===== src/rtl/dir_pkg.sv =====
package dir_pkg;

    typedef enum logic [1:0] {
        REQ_READ  = 2'd0,
        REQ_WRITE = 2'd1,
        REQ_WBACK = 2'd2,
        REQ_NOP   = 2'd3
    } req_kind_e;

    typedef enum logic [1:0] {
        MSG_REPLY     = 2'd0,
        MSG_INVAL     = 2'd1,
        MSG_FETCH     = 2'd2,
        MSG_FETCH_INV = 2'd3
    } msg_kind_e;

    typedef enum logic [1:0] {
        BLK_UNCACHED = 2'd0,
        BLK_SHARED   = 2'd1,
        BLK_EXCL     = 2'd2
    } blk_state_e;

    typedef enum logic [1:0] {
        CTL_IDLE   = 2'd0,
        CTL_INVAL  = 2'd1,
        CTL_RECALL = 2'd2
    } ctl_state_e;

    localparam int MEM_INIT_BASE = 32'h0000_B000;

endpackage


===== src/rtl/dir_mem.sv =====
module dir_mem #(
    parameter int NBLK   = 8,
    parameter int DATA_W = 32,
    localparam int BW    = $clog2(NBLK)
) (
    input  logic              clk,
    input  logic              rst,
    input  logic [BW-1:0]     raddr,
    output logic [DATA_W-1:0] rdata,
    input  logic              we,
    input  logic [BW-1:0]     waddr,
    input  logic [DATA_W-1:0] wdata
);
    import dir_pkg::*;

    logic [DATA_W-1:0] words [NBLK];

    always_ff @(posedge clk) begin
        if (rst) begin
            for (int i = 0; i < NBLK; i++) begin
                words[i] <= DATA_W'(MEM_INIT_BASE + i);
            end
        end else if (we) begin
            words[waddr] <= wdata;
        end
    end

    assign rdata = words[raddr];

endmodule


===== src/rtl/dir_table.sv =====
module dir_table #(
    parameter int NBLK  = 8,
    parameter int NPROC = 4,
    localparam int BW   = $clog2(NBLK)
) (
    input  logic                  clk,
    input  logic                  rst,
    input  logic [BW-1:0]         raddr,
    output dir_pkg::blk_state_e   rd_state,
    output logic [NPROC-1:0]      rd_shr,
    output logic                  rd_bc,
    input  logic                  we,
    input  logic [BW-1:0]         waddr,
    input  dir_pkg::blk_state_e   wr_state,
    input  logic [NPROC-1:0]      wr_shr,
    input  logic                  wr_bc
);
    import dir_pkg::*;

    logic [1:0]       st_arr  [NBLK];
    logic [NPROC-1:0] shr_arr [NBLK];
    logic             bc_arr  [NBLK];

    for (genvar g = 0; g < NBLK; g++) begin : g_ent
        logic [1:0]       st_r;
        logic [NPROC-1:0] shr_r;
        logic             bc_r;

        always_ff @(posedge clk) begin
            if (rst) begin
                st_r  <= BLK_UNCACHED;
                shr_r <= '0;
                bc_r  <= 1'b0;
            end else if (we && waddr == BW'(g)) begin
                st_r  <= wr_state;
                shr_r <= wr_shr;
                bc_r  <= wr_bc;
            end
        end

        assign st_arr[g]  = st_r;
        assign shr_arr[g] = shr_r;
        assign bc_arr[g]  = bc_r;
    end

    assign rd_state = blk_state_e'(st_arr[raddr]);
    assign rd_shr   = shr_arr[raddr];
    assign rd_bc    = bc_arr[raddr];

endmodule


===== src/rtl/dir_lowest.sv =====
module dir_lowest #(
    parameter int N   = 4,
    localparam int IW = $clog2(N)
) (
    input  logic [N-1:0]  vec,
    output logic [IW-1:0] idx
);
    always_comb begin
        idx = '0;
        for (int i = N - 1; i >= 0; i--) begin
            if (vec[i]) idx = IW'(i);
        end
    end
endmodule


===== src/rtl/dir_home_ctrl.sv =====
module dir_home_ctrl #(
    parameter int NPROC     = 4,
    parameter int NBLK      = 8,
    parameter int DATA_W    = 32,
    parameter int PTR_LIMIT = 0,
    localparam int PW       = $clog2(NPROC),
    localparam int BW       = $clog2(NBLK)
) (
    input  logic              clk,
    input  logic              rst,
    input  logic              req_valid,
    output logic              req_ready,
    input  logic [1:0]        req_kind,
    input  logic [PW-1:0]     req_proc,
    input  logic [BW-1:0]     req_blk,
    input  logic [DATA_W-1:0] req_data,
    input  logic              rsp_valid,
    input  logic [DATA_W-1:0] rsp_data,
    output logic              msg_valid,
    output logic [1:0]        msg_kind,
    output logic [PW-1:0]     msg_dest,
    output logic [BW-1:0]     msg_blk,
    output logic [DATA_W-1:0] msg_data
);
    import dir_pkg::*;

    typedef struct packed {
        req_kind_e     kind;
        logic [PW-1:0] proc;
        logic [BW-1:0] blk;
    } req_t;

    ctl_state_e        st_q, st_d;
    req_t              cur_q, cur_d;
    logic [PW-1:0]     own_q, own_d;
    logic [NPROC-1:0]  pend_q, pend_d;
    logic              mv_q, mv_d;
    msg_kind_e         mk_q, mk_d;
    logic [PW-1:0]     md_q, md_d;
    logic [BW-1:0]     mb_q, mb_d;
    logic [DATA_W-1:0] mdat_q, mdat_d;

    logic [BW-1:0]     tbl_raddr, tbl_waddr;
    blk_state_e        ent_st, tbl_st;
    logic [NPROC-1:0]  ent_shr, tbl_shr;
    logic              ent_bc, tbl_bc, tbl_we;

    logic [BW-1:0]     mem_raddr, mem_waddr;
    logic [DATA_W-1:0] mem_rdata, mem_wdata;
    logic              mem_we;

    logic [PW-1:0]     ent_owner, pend_idx;
    logic              pend_any, accept;
    logic [NPROC-1:0]  req_bit, cur_bit, own_bit, grow_shr, targets;
    logic              grow_bc;

    dir_table #(.NBLK(NBLK), .NPROC(NPROC)) u_table (
        .clk(clk), .rst(rst),
        .raddr(tbl_raddr), .rd_state(ent_st), .rd_shr(ent_shr), .rd_bc(ent_bc),
        .we(tbl_we), .waddr(tbl_waddr), .wr_state(tbl_st), .wr_shr(tbl_shr), .wr_bc(tbl_bc)
    );

    dir_mem #(.NBLK(NBLK), .DATA_W(DATA_W)) u_mem (
        .clk(clk), .rst(rst),
        .raddr(mem_raddr), .rdata(mem_rdata),
        .we(mem_we), .waddr(mem_waddr), .wdata(mem_wdata)
    );

    dir_lowest #(.N(NPROC)) u_owner_pick (.vec(ent_shr), .idx(ent_owner));
    dir_lowest #(.N(NPROC)) u_inval_pick (.vec(pend_q),  .idx(pend_idx));

    assign req_ready = (st_q == CTL_IDLE);
    assign accept    = req_valid && req_ready;
    assign pend_any  = |pend_q;
    assign req_bit   = NPROC'(1) << req_proc;
    assign cur_bit   = NPROC'(1) << cur_q.proc;
    assign own_bit   = NPROC'(1) << own_q;
    assign tbl_raddr = req_ready ? req_blk : cur_q.blk;
    assign mem_raddr = tbl_raddr;
    assign targets   = (ent_bc ? {NPROC{1'b1}} : ent_shr) & ~req_bit;

    // Adding a reader: with a pointer cap, an untracked reader beyond the cap
    // sets the broadcast flag instead of occupying a slot.
    always_comb begin
        grow_shr = ent_shr | req_bit;
        grow_bc  = ent_bc;
        if (PTR_LIMIT != 0 && (ent_shr & req_bit) == '0 &&
            $countones(ent_shr) >= PTR_LIMIT) begin
            grow_shr = ent_shr;
            grow_bc  = 1'b1;
        end
    end

    always_comb begin
        st_d      = st_q;
        cur_d     = cur_q;
        own_d     = own_q;
        pend_d    = pend_q;
        mv_d      = 1'b0;
        mk_d      = mk_q;
        md_d      = md_q;
        mb_d      = mb_q;
        mdat_d    = mdat_q;
        tbl_we    = 1'b0;
        tbl_waddr = cur_q.blk;
        tbl_st    = ent_st;
        tbl_shr   = ent_shr;
        tbl_bc    = ent_bc;
        mem_we    = 1'b0;
        mem_waddr = cur_q.blk;
        mem_wdata = rsp_data;

        unique case (st_q)
            CTL_IDLE: begin
                if (accept) begin
                    cur_d     = '{kind: req_kind_e'(req_kind), proc: req_proc, blk: req_blk};
                    tbl_waddr = req_blk;
                    mb_d      = req_blk;
                    unique case (req_kind_e'(req_kind))
                        REQ_READ: begin
                            if (ent_st == BLK_EXCL) begin
                                own_d  = ent_owner;
                                mv_d   = 1'b1;
                                mk_d   = MSG_FETCH;
                                md_d   = ent_owner;
                                mdat_d = '0;
                                st_d   = CTL_RECALL;
                            end else begin
                                tbl_we  = 1'b1;
                                tbl_st  = BLK_SHARED;
                                tbl_shr = grow_shr;
                                tbl_bc  = grow_bc;
                                mv_d    = 1'b1;
                                mk_d    = MSG_REPLY;
                                md_d    = req_proc;
                                mdat_d  = mem_rdata;
                            end
                        end
                        REQ_WRITE: begin
                            if (ent_st == BLK_EXCL) begin
                                own_d  = ent_owner;
                                mv_d   = 1'b1;
                                mk_d   = MSG_FETCH_INV;
                                md_d   = ent_owner;
                                mdat_d = '0;
                                st_d   = CTL_RECALL;
                            end else begin
                                tbl_we  = 1'b1;
                                tbl_st  = BLK_EXCL;
                                tbl_shr = req_bit;
                                tbl_bc  = 1'b0;
                                if (ent_st == BLK_SHARED && targets != '0) begin
                                    pend_d = targets;
                                    st_d   = CTL_INVAL;
                                end else begin
                                    mv_d   = 1'b1;
                                    mk_d   = MSG_REPLY;
                                    md_d   = req_proc;
                                    mdat_d = mem_rdata;
                                end
                            end
                        end
                        REQ_WBACK: begin
                            if (ent_st == BLK_EXCL && ent_shr == req_bit) begin
                                tbl_we    = 1'b1;
                                tbl_st    = BLK_UNCACHED;
                                tbl_shr   = '0;
                                tbl_bc    = 1'b0;
                                mem_we    = 1'b1;
                                mem_waddr = req_blk;
                                mem_wdata = req_data;
                            end
                        end
                        default: ;
                    endcase
                end
            end
            CTL_INVAL: begin
                mv_d = 1'b1;
                mb_d = cur_q.blk;
                if (pend_any) begin
                    mk_d   = MSG_INVAL;
                    md_d   = pend_idx;
                    mdat_d = '0;
                    pend_d = pend_q & ~(NPROC'(1) << pend_idx);
                end else begin
                    mk_d   = MSG_REPLY;
                    md_d   = cur_q.proc;
                    mdat_d = mem_rdata;
                    st_d   = CTL_IDLE;
                end
            end
            CTL_RECALL: begin
                if (rsp_valid) begin
                    mv_d   = 1'b1;
                    mk_d   = MSG_REPLY;
                    md_d   = cur_q.proc;
                    mb_d   = cur_q.blk;
                    mdat_d = rsp_data;
                    tbl_we = 1'b1;
                    tbl_bc = 1'b0;
                    if (cur_q.kind == REQ_READ) begin
                        mem_we  = 1'b1;
                        tbl_st  = BLK_SHARED;
                        tbl_shr = own_bit | cur_bit;
                        if (PTR_LIMIT == 1 && own_q != cur_q.proc) begin
                            tbl_shr = own_bit;
                            tbl_bc  = 1'b1;
                        end
                    end else begin
                        tbl_st  = BLK_EXCL;
                        tbl_shr = cur_bit;
                    end
                    st_d = CTL_IDLE;
                end
            end
            default: st_d = CTL_IDLE;
        endcase
    end

    always_ff @(posedge clk) begin
        if (rst) begin
            st_q   <= CTL_IDLE;
            cur_q  <= '0;
            own_q  <= '0;
            pend_q <= '0;
            mv_q   <= 1'b0;
            mk_q   <= MSG_REPLY;
            md_q   <= '0;
            mb_q   <= '0;
            mdat_q <= '0;
        end else begin
            st_q   <= st_d;
            cur_q  <= cur_d;
            own_q  <= own_d;
            pend_q <= pend_d;
            mv_q   <= mv_d;
            mk_q   <= mk_d;
            md_q   <= md_d;
            mb_q   <= mb_d;
            mdat_q <= mdat_d;
        end
    end

    assign msg_valid = mv_q;
    assign msg_kind  = mk_q;
    assign msg_dest  = md_q;
    assign msg_blk   = mb_q;
    assign msg_data  = mdat_q;

endmodule


===== config.mk =====
export PLATFORM = sky130hd
export DESIGN_NAME = dir_home_ctrl
export DESIGN_NICKNAME = d
export VERILOG_FILES = /design/src/rtl/dir_pkg.sv /design/src/rtl/dir_mem.sv /design/src/rtl/dir_table.sv /design/src/rtl/dir_lowest.sv /design/src/rtl/dir_home_ctrl.sv
export SDC_FILE = /design/constraint.sdc
export NUM_CORES = 1
export LEC_CHECK = 0
export CAP_MARGIN = 20
export CORE_ASPECT_RATIO = 0.75
export CORE_MARGIN = 2
export CORE_UTILIZATION = 26
export DETAILED_ROUTE_END_ITERATION = 16
export SLEW_MARGIN = 20
export SYNTH_ARGS = -nofsm -noshare
export SYNTH_HDL_FRONTEND = slang
export SYNTH_SLANG_ARGS = --single-unit

===== constraint.sdc =====
create_clock -name clk -period 10.8 [get_ports clk]
set_input_delay 2.16 -clock clk [delete_from_list [all_inputs] [get_ports clk]]
set_output_delay 2.16 -clock clk [all_outputs]
set_load 0.02 [all_outputs]

==> impl_metrics.py <==
metrics = {
    "yosys": {
        "synth_edf_count": 256,
        "async_flop_share_pct": 0,
        "yosys_warnings": 0,
        "synth_area_per_cell_um2": 10.4,
        "netlist_instances": 1741,
        "synthFlopType": "edfxtp_1",
        "synth_nets": 1827,
        "synth.distinct_cells": 76,
        "synth.cell_area_um2": 18000,
        "ys_seq_area_share_pct": 55.0,
        "ys_ff_latch": 367,
    },
    "power_and_ir_drop": {
        "power.leakage_nw": 7.38,
        "ir_drop_mv": 0.148,
        "p_per_area_nw_per_um2": 227,
        "total_power_w": 0.00486,
    },
    "min_path": {
        "holdPathStages": 2,
        "hold_class": "register to register",
    },
    "drt": {
        "drt-total-wl_mm": 57.1,
        "drt_iter0_drc": 1358,
        "ant_nets": 0,
        "dr_total_vias": 13900,
        "wl_met2_mm": 24.1,
        "routedWlPerCell_um": 20.9,
        "drt_first_pass_iters": 6,
        "route.detailed.drc": 0,
        "met3_length_mm": 4.95,
        "vias_per_cell": 5.11,
        "top_layer": "met4",
        "wl_met1_mm": 26.9,
    },
    "timing": {
        "setup_viol": 0,
        "tns_ns": 0,
        "rsz0062_at_grt": "no",
        "setup_slack_ns": 2.93,
        "finalHoldViolations": 0,
        "tightest_slew_ns": 1.15,
        "timing.final.crit_period_ns": 7.87,
        "fin_worst_skew_ns": 0.0233,
        "fmaxAchievable_ghz": 0.127,
        "fin_crit_sh_pct": 72.9,
        "slew_headroom_pct": 22.0,
        "slew_violations": 0,
    },
    "worst_setup_path": {
        "path_max_fanout": 28,
        "max_stage_delay_ns": 0.92,
        "r2r-start": "st_q[0]",
        "cp_common_cell": "buf_4",
        "r2r_slack_ns": 4.09,
        "r2r-end": "u_mem.words[7][7]",
        "reg2regPathDepth": 16,
        "startpoint_type": "primary input",
        "worstSetupEndpoint": "u_mem.words[7][7]",
        "crit_buf_inv": 4,
        "crit_family": "buffers and inverters",
        "path_depth": 14,
        "cp-end-kind": "register",
        "path_class": "primary input to register",
        "arrival_ns": 8.07,
        "worstSetupStartpoint": "req_blk[2]",
        "crit_path_top_delay_cell": "clkdlybuf4s50_1",
        "path_cells": "clkdlybuf4s50_1, nor2b_1, a21o_1, a32oi_1, nand2_1, ha_1, nor3_1, o2111ai_4, nor4_4, buf_4, buf_4, a41oi_4, nand2_1, buf_4",
        "worstPathRequired_ns": 11.00,
    },
    "clock_network": {
        "clkTransAtPathRegs_ns": 0.06,
        "cts.sinks": 367,
        "tritoncts": "built",
        "numCtsBuffers": 39,
        "cts_resized": 0,
        "cts_root_buf": "clkbuf_16",
        "clkLatencyLatePin_ns": 0.56,
        "holdBufCountCts": 0,
        "post_cts_buffers": 0,
        "htreeDepth": 2,
        "clock_path_buffers": 3,
    },
    "global_route": {
        "grt_max_degree": 162,
        "grt_util_all_layers_pct": 15.8,
        "gr-total-overflow": 0,
        "antenna_found_initial": 1,
        "grt_pass1_wl_mm": 86.0,
        "grt_pass1_vias": 13400,
    },
    "finish": {
        "mostFrequentLayoutCells": "nor2_1, edfxtp_1, nand2_1",
        "n_antenna_cell": 0,
        "final_common_cell": "nor2_1",
        "layout.nets": 1892,
        "drive_gt1_share_pct": 7.84,
        "syn2layout_area_growth_pct": 18.5,
    },
    "run": {
        "max_cap_violations": 0,
    },
    "floorplan": {
        "initial_utilization_pct": 26.3,
        "row_count": 83,
        "die_width_um": 308,
        "ios": 116,
        "die_h_um": 232,
        "dieArea_um2": 71500,
        "core-area_um2": 68500,
    },
    "placement": {
        "io_buffers": 115,
        "routabilityCongestion": 0.890,
        "place_ws_ns": 2.44,
        "dp_hpwl_mm": 37.6,
    },
    "status": {
        "status": "complete, no violations",
    },
}
## power by group
group | switching (W) | internal (W) | leakage, nW
Combinational | 0.00123 | 0.000570 | 3.34
Clock | 0.000584 | 0.000797 | 0.628
Sequential | 0.0000623 | 0.00161 | 3.42
## metal layers
metal | track usage, % | vias up
li1 | - | 6502
met1 | 23.0 | 6838
met2 | 23.2 | 518
met3 | 3.98 | 75
met4 | 3.78 | 0
met5 | 0 | -
## registers in the layout (all words and copies together) (netlist names)
signal,count
u_mem.words,256
msg_data,32
u_table.g_ent.shr_r,32
u_table.g_ent.st_r,16
u_table.g_ent.bc_r,8
cur_q,7
pend_q,4
msg_blk,3
msg_dest,2
msg_kind,2
own_q,2
st_q,2
msg_valid,1
## logic make-up (layout without fill, tap and decap cells)
kind of cell               Yosys count  count (layout)  synth area share (%)
buffers and inverters              140             235                  3.55
AOI/OAI and AO/OA                  390             390                  15.0
muxes                              155             155                  9.23
and+or+nand+nor                    678             678                  16.5
adders and majority gates           11              11                 0.763
DFF                                367             367                  55.0
## synthesized netlist by cell type, types with 3 or more instances
cell type	n	area, µm²
mux2i_1	130	1300
nand3_1	32	160
nand2_1	191	717
nor4_1	4	25.0
a32oi_1	5	43.8
and3_1	4	25.0
o21ai_0	49	245
nand2b_1	34	213
buf_1	4	15.0
nor2b_1	41	257
nor3b_1	3	22.5
o31ai_1	35	263
nand3b_1	3	22.5
mux2i_2	19	262
inv_1	18	67.6
a211oi_1	72	541
clkbuf_1	62	233
nand4_1	6	37.5
a31oi_1	43	269
and2_1	6	37.5
a21o_1	4	30.0
buf_6	7	78.8
o21ai_1	6	30.0
o211ai_1	41	308
o21a_1	3	22.5
a311oi_1	3	26.3
mux2_2	3	33.8
nor3_1	32	160
o211a_2	5	50.1
o221ai_1	3	26.3
dfxtp_1	111	2220
a21oi_1	82	410
buf_2	46	230
a32o_1	7	70.1
edfxtp_1	256	7690
ha_1	11	138
nor2_1	310	1160
## tightest hold or removal path, cell delays in order (launching register included)
cell,delay [ns]
dfxtp_1,0.31
nand2_1,0.05
a21oi_1,0.05
## final cells by class
cell class,count,area [µm²]
clock buffer,45,1010
clock inverter,26,295
fill,6983,47200
inverter,20,75.1
multi-input combinational,1234,7590
sequential,367,9910
tap,892,1120
timing repair buffer,144,1380
## stage by stage
stage               hold slack (ns)  area [µm²]  utilization (%)  cells
global route                  0.487       21400             31.2   2728
detailed placement            0.456       20100             29.3   2657
finish                        0.467       21400             31.2   2728
CTS                           0.466       21400             31.2   2728
floorplan                     0.437       18000                -   1741
global placement              0.445       20100             29.3   2657
## worst min-delay path by stage
stage                                     start                     to  slack, ns
after global placement    u_table.g_ent[6].bc_r  u_table.g_ent[6].bc_r       0.45
after global routing      u_table.g_ent[2].bc_r  u_table.g_ent[2].bc_r       0.49
after detailed placement  u_table.g_ent[2].bc_r  u_table.g_ent[2].bc_r       0.46
after CTS                 u_table.g_ent[2].bc_r  u_table.g_ent[2].bc_r       0.47
final                     u_table.g_ent[2].bc_r  u_table.g_ent[2].bc_r       0.47
after floorplan           u_table.g_ent[0].bc_r  u_table.g_ent[0].bc_r       0.44
Note: power is estimated with default switching activity, not from simulation.
